===== src/rtl/dbgseq_pkg.sv =====
package dbgseq_pkg;

    localparam int unsigned NCH    = 4;
    localparam int unsigned CODE_W = 4;
    localparam int unsigned PAGE_W = 2;
    localparam int unsigned NSEL   = 3;
    localparam int unsigned SEL_W  = $clog2(NSEL + 1);
    localparam int unsigned ST_W   = 3;
    localparam int unsigned CH_W   = $clog2(NCH);

    typedef enum logic [ST_W-1:0] {
        ST_IDLE  = 3'd0,
        ST_ONE   = 3'd1,
        ST_TWO   = 3'd2,
        ST_THREE = 3'd3,
        ST_FINAL = 3'd4
    } seq_st_e;

    typedef enum logic [2:0] {
        TG_NONE  = 3'd0,
        TG_ONE   = 3'd1,
        TG_TWO   = 3'd2,
        TG_THREE = 3'd3,
        TG_FINAL = 3'd4
    } tgt_e;

    typedef struct packed {
        seq_st_e st;
        logic    trig;
    } seq_s;

    // State1 steering table
    function automatic tgt_e one_tgt(logic [CODE_W-1:0] code, logic [CH_W-1:0] ch);
        tgt_e t;
        t = TG_NONE;
        case (code)
            4'd1:  if (ch == 2'd0) t = TG_TWO;
            4'd2:  if (ch == 2'd1) t = TG_THREE;
            4'd3:  if (ch == 2'd2) t = TG_TWO;
            4'd4:  if (ch == 2'd3) t = TG_FINAL;
            4'd5:  begin
                       if (ch == 2'd0) t = TG_TWO;
                       if (ch == 2'd1) t = TG_THREE;
                   end
            4'd6:  begin
                       if (ch == 2'd0) t = TG_TWO;
                       if (ch == 2'd2) t = TG_THREE;
                   end
            4'd7:  begin
                       if (ch == 2'd1) t = TG_TWO;
                       if (ch == 2'd3) t = TG_THREE;
                   end
            4'd8:  begin
                       if (ch == 2'd3) t = TG_THREE;
                       if (ch == 2'd1) t = TG_FINAL;
                   end
            4'd9:  begin
                       if (ch == 2'd1) t = TG_THREE;
                       if (ch == 2'd0) t = TG_FINAL;
                   end
            4'd10: begin
                       if (ch == 2'd2) t = TG_THREE;
                       if (ch == 2'd0) t = TG_FINAL;
                   end
            4'd11: t = TG_FINAL;
            default: t = TG_NONE;
        endcase
        return t;
    endfunction

    // State2 steering table
    function automatic tgt_e two_tgt(logic [CODE_W-1:0] code, logic [CH_W-1:0] ch);
        tgt_e t;
        t = TG_NONE;
        case (code)
            4'd1: if (ch == 2'd0) t = TG_ONE;
            4'd2: if (ch == 2'd2) t = TG_THREE;
            4'd3: if (ch == 2'd2) t = TG_FINAL;
            4'd4: if (ch != 2'd3) t = TG_THREE;
            4'd5: begin
                      if (ch == 2'd1) t = TG_ONE;
                      if (ch == 2'd3) t = TG_FINAL;
                  end
            4'd6: t = TG_FINAL;
            default: t = TG_NONE;
        endcase
        return t;
    endfunction

    // State3 steering table
    function automatic tgt_e three_tgt(logic [CODE_W-1:0] code, logic [CH_W-1:0] ch);
        tgt_e t;
        t = TG_NONE;
        case (code)
            4'd1: if (ch == 2'd0) t = TG_ONE;
            4'd2: if (ch == 2'd1) t = TG_TWO;
            4'd3: if (ch == 2'd3) t = TG_FINAL;
            4'd4: t = TG_ONE;
            4'd5: begin
                      if (ch == 2'd2) t = TG_TWO;
                      if (ch == 2'd0) t = TG_FINAL;
                  end
            default: t = TG_NONE;
        endcase
        return t;
    endfunction

    function automatic seq_st_e tgt_to_st(tgt_e t);
        seq_st_e s;
        case (t)
            TG_ONE:   s = ST_ONE;
            TG_TWO:   s = ST_TWO;
            TG_THREE: s = ST_THREE;
            TG_FINAL: s = ST_FINAL;
            default:  s = ST_IDLE;
        endcase
        return s;
    endfunction

endpackage


===== src/rtl/dbgseq_regs.sv =====
module dbgseq_regs
    import dbgseq_pkg::*;
#(
    parameter int unsigned    N_SEL   = NSEL,
    parameter int unsigned    C_W     = CODE_W,
    parameter int unsigned    P_W     = PAGE_W,
    parameter logic [P_W-1:0] PAGE_OK = 2'b01
) (
    input  logic                        clk,
    input  logic                        rst_n,
    input  logic                        armed,
    input  logic                        wr_en,
    input  logic [P_W-1:0]              wr_page,
    input  logic [SEL_W-1:0]            wr_sel,
    input  logic [C_W-1:0]              wr_data,
    output logic [N_SEL-1:0][C_W-1:0]   codes
);

    logic                      wr_ok;
    logic [N_SEL-1:0][C_W-1:0] code_d, code_q;

    assign wr_ok = wr_en && (wr_page == PAGE_OK) && !armed;

    for (genvar g = 0; g < N_SEL; g++) begin : g_code
        always_comb begin
            code_d[g] = code_q[g];
            if (wr_ok && (wr_sel == SEL_W'(g))) begin
                code_d[g] = wr_data;
            end
        end

        always_ff @(posedge clk or negedge rst_n) begin
            if (!rst_n) code_q[g] <= '0;
            else        code_q[g] <= code_d[g];
        end
    end

    assign codes = code_q;

endmodule


===== src/rtl/dbgseq_decode.sv =====
module dbgseq_decode
    import dbgseq_pkg::*;
(
    input  seq_st_e                      state,
    input  logic [NSEL-1:0][CODE_W-1:0]  codes,
    input  logic [NCH-1:0]               match,
    input  logic [NCH-1:0]               match_en,
    output tgt_e                         tgt [NCH]
);

    logic [NCH-1:0] qual;

    assign qual = match & match_en;

    for (genvar c = 0; c < NCH; c++) begin : g_ch
        always_comb begin
            tgt[c] = TG_NONE;
            if (qual[c]) begin
                case (state)
                    ST_ONE:   tgt[c] = one_tgt(codes[0], CH_W'(c));
                    ST_TWO:   tgt[c] = two_tgt(codes[1], CH_W'(c));
                    ST_THREE: tgt[c] = three_tgt(codes[2], CH_W'(c));
                    default:  tgt[c] = TG_NONE;
                endcase
            end
        end
    end

endmodule


===== src/rtl/dbgseq_arb.sv =====
module dbgseq_arb
    import dbgseq_pkg::*;
(
    input  tgt_e  tgt [NCH],
    output logic  hit,
    output tgt_e  win
);

    logic [NCH-1:0] to_final;
    logic [NCH-1:0] live;

    for (genvar c = 0; c < NCH; c++) begin : g_flag
        assign to_final[c] = (tgt[c] == TG_FINAL);
        assign live[c]     = (tgt[c] != TG_NONE);
    end

    always_comb begin
        win = TG_NONE;
        // walk downward so the lowest live channel is the last to write
        for (int c = NCH - 1; c >= 0; c--) begin
            if (live[c]) win = tgt[c];
        end
        if (|to_final) win = TG_FINAL;
        hit = |live;
    end

endmodule


===== src/rtl/dbgseq_top.sv =====
module dbgseq_top
    import dbgseq_pkg::*;
#(
    parameter logic [PAGE_W-1:0] PAGE_OK = 2'b01
) (
    input  logic              clk,
    input  logic              rst_n,
    input  logic              arm_i,
    input  logic [NCH-1:0]    match_i,
    input  logic [NCH-1:0]    match_en_i,
    input  logic              wr_en_i,
    input  logic [PAGE_W-1:0] wr_page_i,
    input  logic [SEL_W-1:0]  wr_sel_i,
    input  logic [CODE_W-1:0] wr_data_i,
    output logic [ST_W-1:0]   state_o,
    output logic              trig_o
);

    logic [NSEL-1:0][CODE_W-1:0] sel_q;
    tgt_e                        ch_tgt [NCH];
    logic                        hit;
    tgt_e                        win;
    seq_s                        s_d, s_q;

    dbgseq_regs #(
        .N_SEL   (NSEL),
        .C_W     (CODE_W),
        .P_W     (PAGE_W),
        .PAGE_OK (PAGE_OK)
    ) u_regs (
        .clk     (clk),
        .rst_n   (rst_n),
        .armed   (arm_i),
        .wr_en   (wr_en_i),
        .wr_page (wr_page_i),
        .wr_sel  (wr_sel_i),
        .wr_data (wr_data_i),
        .codes   (sel_q)
    );

    dbgseq_decode u_dec (
        .state    (s_q.st),
        .codes    (sel_q),
        .match    (match_i),
        .match_en (match_en_i),
        .tgt      (ch_tgt)
    );

    dbgseq_arb u_arb (
        .tgt (ch_tgt),
        .hit (hit),
        .win (win)
    );

    always_comb begin
        s_d = s_q;
        if (!arm_i) begin
            s_d.st   = ST_IDLE;
            s_d.trig = 1'b0;
        end else begin
            case (s_q.st)
                ST_IDLE:  s_d.st = ST_ONE;
                ST_FINAL: s_d.st = ST_FINAL;
                default: begin
                    if (hit) begin
                        s_d.st = tgt_to_st(win);
                        if (win == TG_FINAL) s_d.trig = 1'b1;
                    end
                end
            endcase
        end
    end

    always_ff @(posedge clk or negedge rst_n) begin
        if (!rst_n) begin
            s_q.st   <= ST_IDLE;
            s_q.trig <= 1'b0;
        end else begin
            s_q <= s_d;
        end
    end

    assign state_o = s_q.st;
    assign trig_o  = s_q.trig;

endmodule


===== config.mk =====
export PLATFORM = sky130hd
export DESIGN_NAME = dbgseq_top
export DESIGN_NICKNAME = d
export VERILOG_FILES = /design/src/rtl/dbgseq_pkg.sv /design/src/rtl/dbgseq_regs.sv /design/src/rtl/dbgseq_decode.sv /design/src/rtl/dbgseq_arb.sv /design/src/rtl/dbgseq_top.sv
export SDC_FILE = /design/constraint.sdc
export NUM_CORES = 1
export LEC_CHECK = 0
export BUFFER_PORTS_ARGS = -buffer_cell sky130_fd_sc_hd__buf_2
export CORE_ASPECT_RATIO = 0.9
export CORE_MARGIN = 2
export CORE_UTILIZATION = 45
export CTS_BUF_LIST = sky130_fd_sc_hd__clkbuf_4
export DETAILED_ROUTE_END_ITERATION = 8
export HOLD_SLACK_MARGIN = 0.05
export PLACE_DENSITY = 0.75
export REMOVE_ABC_BUFFERS = 1
export SLEW_MARGIN = 5
export SYNTH_ARGS = -nofsm -noshare
export SYNTH_HDL_FRONTEND = slang
export SYNTH_SLANG_ARGS = --single-unit

===== constraint.sdc =====
create_clock -name clk -period 2.8 [get_ports clk]
set_clock_uncertainty 0.1 [all_clocks]
set_input_delay 0.14 -clock clk [delete_from_list [all_inputs] [get_ports clk]]
set_output_delay 0.14 -clock clk [all_outputs]
set_load 0.01 [all_outputs]

==> reports/qor.yml, run 1 <==
status: "complete, no violations"
dpl_cell_area_um2: 1430
fill_cells: 241
crit_family: "simple AND/OR/NAND/NOR gates"
endpoint_kind: "register"
clk_transition_reported_paths_ps: 100
hold_viol: 0
drt_iter0_drc: 76
post-route-drc-count: 0
gp_routability_congestion: 0.970
min_period_ps: 2590
antenna_found_initial: 0
cp_num_buf_inv: 0
gr-total-overflow: 0
syn_avg_cell_area_um2: 9.33
synthFlopType: "dfrtp_1"
fp.coreArea_um2: 2770
power.leakage_uw: 0.000661
dieArea_um2: 3400
start_util_pct: 47.8
cts_max_path_buffers: 2
postCtsSetupRepairBufs: 0
final_layout_size_suffix_gt1_share_pct: 28.9
final_common_cell: "buf_2"
drv_slew: 0
power_density_nw_per_um2: 519
clk_latency_ps: 290
max_cap_violations: 0
crit_chain: "or3b_1 -> nor3_1 -> a31oi_1 -> o2111ai_2 -> nand2b_1 -> a21oi_1 -> o211a_1"
p_total_uw: 796
synth_cells: 142
rsz0062_at_grt: "no"
wire_per_inst_um: 15.7
grt_usage_pct: 20.1
routed_wl_um: 3230
htreeDepth: 1
cts-root-buf: "clkbuf_4"
design_area_um2: 1530
fin_crit_sh_pct: 92.3
die_w_um: 61.2
crit_required_ps: 2880
fin_util_pct: 55.4
ys_seq_area_share_pct: 30.2
syn-cell-area_um2: 1330
grt_pass1_wl_um: 5210
grt_max_degree: 17
nNetsFinal: 187
synthArstFlopShare_pct: 100
rr_worst_depth: 7
grt_pass1_vias: 1127
max-vdd-ir-drop_mv: 0.291
layout_common_cells: "23 x buf_2, 16 x dfrtp_1, 12 x mux2_2, 11 x nand2_1, 7 x nor3_1"
crit_type: "register to register"
timing.rr.end: "state_o[1]"
startpoint: "state_o[0]"
diodes: 0
critPathMaxFanout: 11
portBuffers: 23
vias_per_cell: 6.00
relSlewSlack_pct: 64.2
r2r_setup_slack_ps: 210
cts.sinks: 16
row_count: 18
vias: 1236
hpwl_um: 2490
worstSetupStartpointType: "register"
min_path_type: "primary input to asynchronous set/reset pin"
ios: 24
areaGrowthSynthToFinish_pct: 15.8
dr.pass1.iters: 4
yosys_register_bits: 16
cpPeakStageDelay_ps: 550
setup_viol: 0
cp.arrival_ps: 2670
clock.fmax_mhz: 387
finalNonFillerCells: 206
fin_tns_setup_ps: 0
reg2reg_from: "state_o[0]"
tightestPinTransition_ps: 536
synth_edf_count: 0
slowest_stage: "dfrtp_1"
cts_tree: "built"
die_h_um: 55.5
ys_warn_count: 0
ant_nets: 0
synth.distinct_cells: 51
cts_made_buffers: 3
dp_cells: 196
## worst max-delay path by stage
| stage | depth (start not counted) | endpoint | slack [ps] |
|---|---|---|---|
| after floorplan | 7 | state_o[0] | 510 |
| after global placement | 7 | state_o[0] | 320 |
| after detailed placement | 7 | state_o[0] | 140 |
| final | 7 | state_o[1] | 210 |
| after global routing | 7 | state_o[0] | 80 |
| after CTS | 7 | state_o[0] | 110 |
## layout make-up
cell class	instances	area (µm²)	share of cell area (%)
multi-input cells	116	878	57.3
flip-flops and latches	16	400	26.1
well taps	40	50.0	3.26
inverters	1	3.75	0.245
clock buffers	3	22.5	1.47
repair buffers	29	175	11.4
clock inverters	1	3.75	0.245
## registers in the layout (all words and copies together) (netlist names)
name	count
trig_o	1
u_regs.codes	12
state_o	3
## kinds of logic after synthesis
| kind of cell | share of synthesized area [%] |
|---|---|
| flip-flops | 30.2 |
| AO/OA/AOI/OAI | 20.0 |
| AND/OR/NAND/NOR | 31.7 |
| buffers and inverters | 4.53 |
| multiplexers | 10.2 |
| XOR/XNOR | 3.31 |
## synth_stat cells (all sizes together) (2+ instances only)
cell type | n | area share [%]
a21o | 2 | 1.1
a21oi | 4 | 1.5
a31oi | 2 | 0.94
and3 | 6 | 3.2
buf | 3 | 2.5
clkbuf | 6 | 1.7
dfrtp | 16 | 30
mux2 | 12 | 10
nand2 | 11 | 3.1
nand2b | 5 | 2.4
nand3b | 2 | 1.1
nand4 | 2 | 0.94
nand4bb | 3 | 2.5
nor2 | 6 | 1.7
nor2b | 3 | 1.4
nor3 | 9 | 4.2
nor4 | 3 | 1.4
nor4b | 4 | 3.1
o21a | 2 | 1.1
o21ai | 5 | 1.9
o31ai | 4 | 2.3
o32ai | 2 | 1.3
or4b | 3 | 2.3
xnor2 | 2 | 1.3
xor2 | 3 | 2.0
## where the power goes
part	internal, µW	leakage, µW	switching (µW)	total (µW)
Combinational	148	0.000439	153	302
Clock	51.8	0.0000154	73.7	126
Sequential	273	0.000207	96.0	369
## repair_timing
action | in CTS | in global routing
hold buffers | 6 | 0
gates resized for setup | 0 | 2
setup endpoints to repair | 0 | 1
endpoints found under the hold margin | 30 | 0
## layer usage
layer | GRT usage [%] | up-vias | part of all wire [%] | wire length [µm]
li1 | - | 602 | - | -
met1 | 30.4 | 578 | 47 | 1530
met2 | 29.0 | 48 | 45 | 1440
met3 | 2.81 | 8 | 5.6 | 181
met4 | 6.83 | 0 | 2.4 | 77
met5 | 0 | - | 0 | 0
## through the flow
stage                     hold slack [ps]  worst slack, ps
after detailed placement            -25.4              142
after global placement              -38.2              320
after floorplan                      -256              506
after global routing                  214             82.4
final                                 189              215
after CTS                             191              107
No activity file was read; power rests on OpenSTA's default activity.
==> run 2: changes to the inputs <==
Settings changed: REMOVE_ABC_BUFFERS 1 to unset.
==> run 2 against run 1 <==
Compared with the run above:
- combinational power about the same
- critical path depth did not move
- critical path type unchanged
- sequential power hardly changed
- non-clock buffer count unchanged
- flip-flop and latch count stayed put
- maximum frequency increased by 2.2%
- highest routed layer unchanged
- die area did not move
- final cell count is 0.49% lower
- largest cell class unchanged
- register-to-register slack better by 60 ps
- worst hold slack improved by 8.4 ps
- global-route usage up 0.63 points
==> reports/qor.yml, run 2 (synthesis results as in run 1) <==
startpoint: "state_o[0]"
cp.arrival_ps: 2620  # -50 ps
cts.sinks: 16  # unchanged
layout_common_cells: "23 x buf_2, 16 x dfrtp_1, 12 x mux2_2, 11 x nand2_1, 7 x nor3_1"
largest_reg_flops: 12  # unchanged
reg2reg_from: "state_o[0]"
die_h_um: 55.5  # unchanged
areaGrowthSynthToFinish_pct: 14.6
fp.coreArea_um2: 2770  # unchanged
final.setup.worst_slack_ps: 270  # +55.6 ps
design_area_um2: 1520  # -0.98%
max_cap_violations: 0  # unchanged
switching_share_pct: 39.5  # -1.1 points
tightestPinTransition_ps: 577  # +40.5 ps
rsz0062_at_grt: "no"
highest_layer: "met4"
min_period_ps: 2530  # -55.6 ps
wl_met3_um: 115  # -36%
clk_transition_reported_paths_ps: 90  # about the same
vias_per_cell: 6.06  # +0.98%
final_common_cell: "buf_2"
syn_nets: 162
p_sw_uw: 311  # -3.6%
dpl_cell_area_um2: 1430  # unchanged
critPathMaxFanout: 11  # unchanged
hold_viol: 0  # unchanged
final_layout_size_suffix_gt1_share_pct: 28.5  # -0.43 points
grt_max_degree: 17  # unchanged
post-route-drc-count: 0  # unchanged
p_comb_share_pct: 38.5  # +0.6 points
fill_cells: 256  # +6.2%
gp_routability_congestion: 0.961  # -1.0%
cts-root-buf: "clkbuf_4"
fin_crit_sh_pct: 90.3  # -2.0 points
post-place-ws_ps: 235  # +93.3 ps
clock.fmax_mhz: 395  # +2.2%
drt_iter0_drc: 27  # -64%
crit_required_ps: 2890  # about the same
grt_pass1_wl_um: 5290  # +1.6%
fin_tns_setup_ps: 0  # unchanged
min-delay-start: "wr_sel_i[0]"
max-vdd-ir-drop_mv: 0.282  # -3.4%
ant_nets: 0  # unchanged
status: "complete, no violations"
dr_wl_met2_um: 1550  # +7.4%
cts_tree: "built"
grt_usage_pct: 20.7  # +0.63 points
dieArea_um2: 3400  # unchanged
row_count: 18  # unchanged
hpwl_um: 2480  # -0.35%
p_total_uw: 788  # -0.99%
portBuffers: 23  # unchanged
clk_latency_ps: 280  # about the same
start_util_pct: 47.8  # unchanged
wirelength_met1_um: 1510  # -1.4%
worstSetupStartpointType: "register"
htreeDepth: 1  # unchanged
endpoint_kind: "register"
min_path_type: "primary input to register"
diodes: 0  # unchanged
nNetsFinal: 187  # unchanged
p_int_uw: 477  # +0.79%
wire_per_inst_um: 15.8  # +0.83%
vias: 1242  # +0.49%
clkPwrFrac_pct: 15.0  # -0.8 points
ios: 24  # unchanged
power_density_nw_per_um2: 519  # about the same
cts_max_path_buffers: 2  # unchanged
drv_slew: 0  # unchanged
power.leakage_uw: 0.000647  # -2.1%
gr-total-overflow: 0  # unchanged
crit_type: "register to register"
cts_made_buffers: 3  # unchanged
die_w_um: 61.2  # unchanged
seqPwrFrac_pct: 46.4  # about the same
dr.pass1.iters: 4  # unchanged
antenna_found_initial: 0  # unchanged
grt_pass1_vias: 1153  # +2.3%
relSlewSlack_pct: 61.3  # -2.9 points
setup_viol: 0  # unchanged
routed_wl_um: 3240  # +0.34%
[run 2: cell count changes in the layout (fill, tap and decap cells not counted), sizes merged]
cell / change
clkinv: -1
[run 2: what timing repair did]
| item | CTS | global route |
|---|---|---|
| hold endpoints to repair | 31 | 0 |
| endpoints found under the setup margin | 0 | 1 |
| hold buffers | 6 | 0 |
| resized for setup | 0 | 1 |
| buffers inserted | 0 | 0 |
[run 2: final cells by class]
type / count / area, µm² / share of cell area (%)
multi-input cells: 116 / 867 / 57.1
flip-flops and latches: 16 / 400 / 26.4
clock buffers: 3 / 22.5 / 1.48
well taps: 40 / 50.0 / 3.29
inverters: 1 / 3.75 / 0.247
repair buffers: 29 / 175 / 11.5
[run 2: worst paths after layout]
check | to | slack [ps] | cells past startpoint
setup / recovery | state_o[0] | 270 | 7
min in group asynchronous | u_regs.codes[11] | 210 | 2
hold / removal | u_regs.codes[5] | 200 | 3
setup reg to reg | state_o[0] | 270 | 7
max in group asynchronous | u_regs.codes[8] | 2140 | 2
hold reg to reg | trig_o | 400 | 1
[run 2: power groups by stage]
stage | Combinational, µW | Clock [µW] | Sequential (µW)
final | 304 | 119 | 366
after global routing | 332 | 134 | 379
after CTS | 296 | 122 | 364
after detailed placement | 288 | 0 | 369
after global placement | 287 | 0 | 362
after floorplan | 286 | 0 | 315
[run 2: worst max-delay path, cell delays in order (launching register included)]
cell,delay (ps)
dfrtp_1,480
or3b_4,340
nor3_1,90
o41ai_1,490
o2111ai_1,320
a311oi_2,300
a21oi_1,100
o221ai_1,210
[run 2: per-stage QoR]
stage | hold WS, ps | utilization (%) | instances
floorplan | -256 | - | 142
global placement | -40.8 | 51.8 | 196
detailed placement | -36.1 | 51.8 | 196
CTS | 187 | 54.7 | 205
global route | 209 | 54.8 | 205
finish | 198 | 54.8 | 205
[run 2: per-layer routing]
layer | vias to the layer above | track usage [%]
met4 | 0 | 8.39
met1 | 600 | 28.4
li1 | 604 | -
met5 | - | 0
met3 | 8 | 3.28
met2 | 30 | 32.1
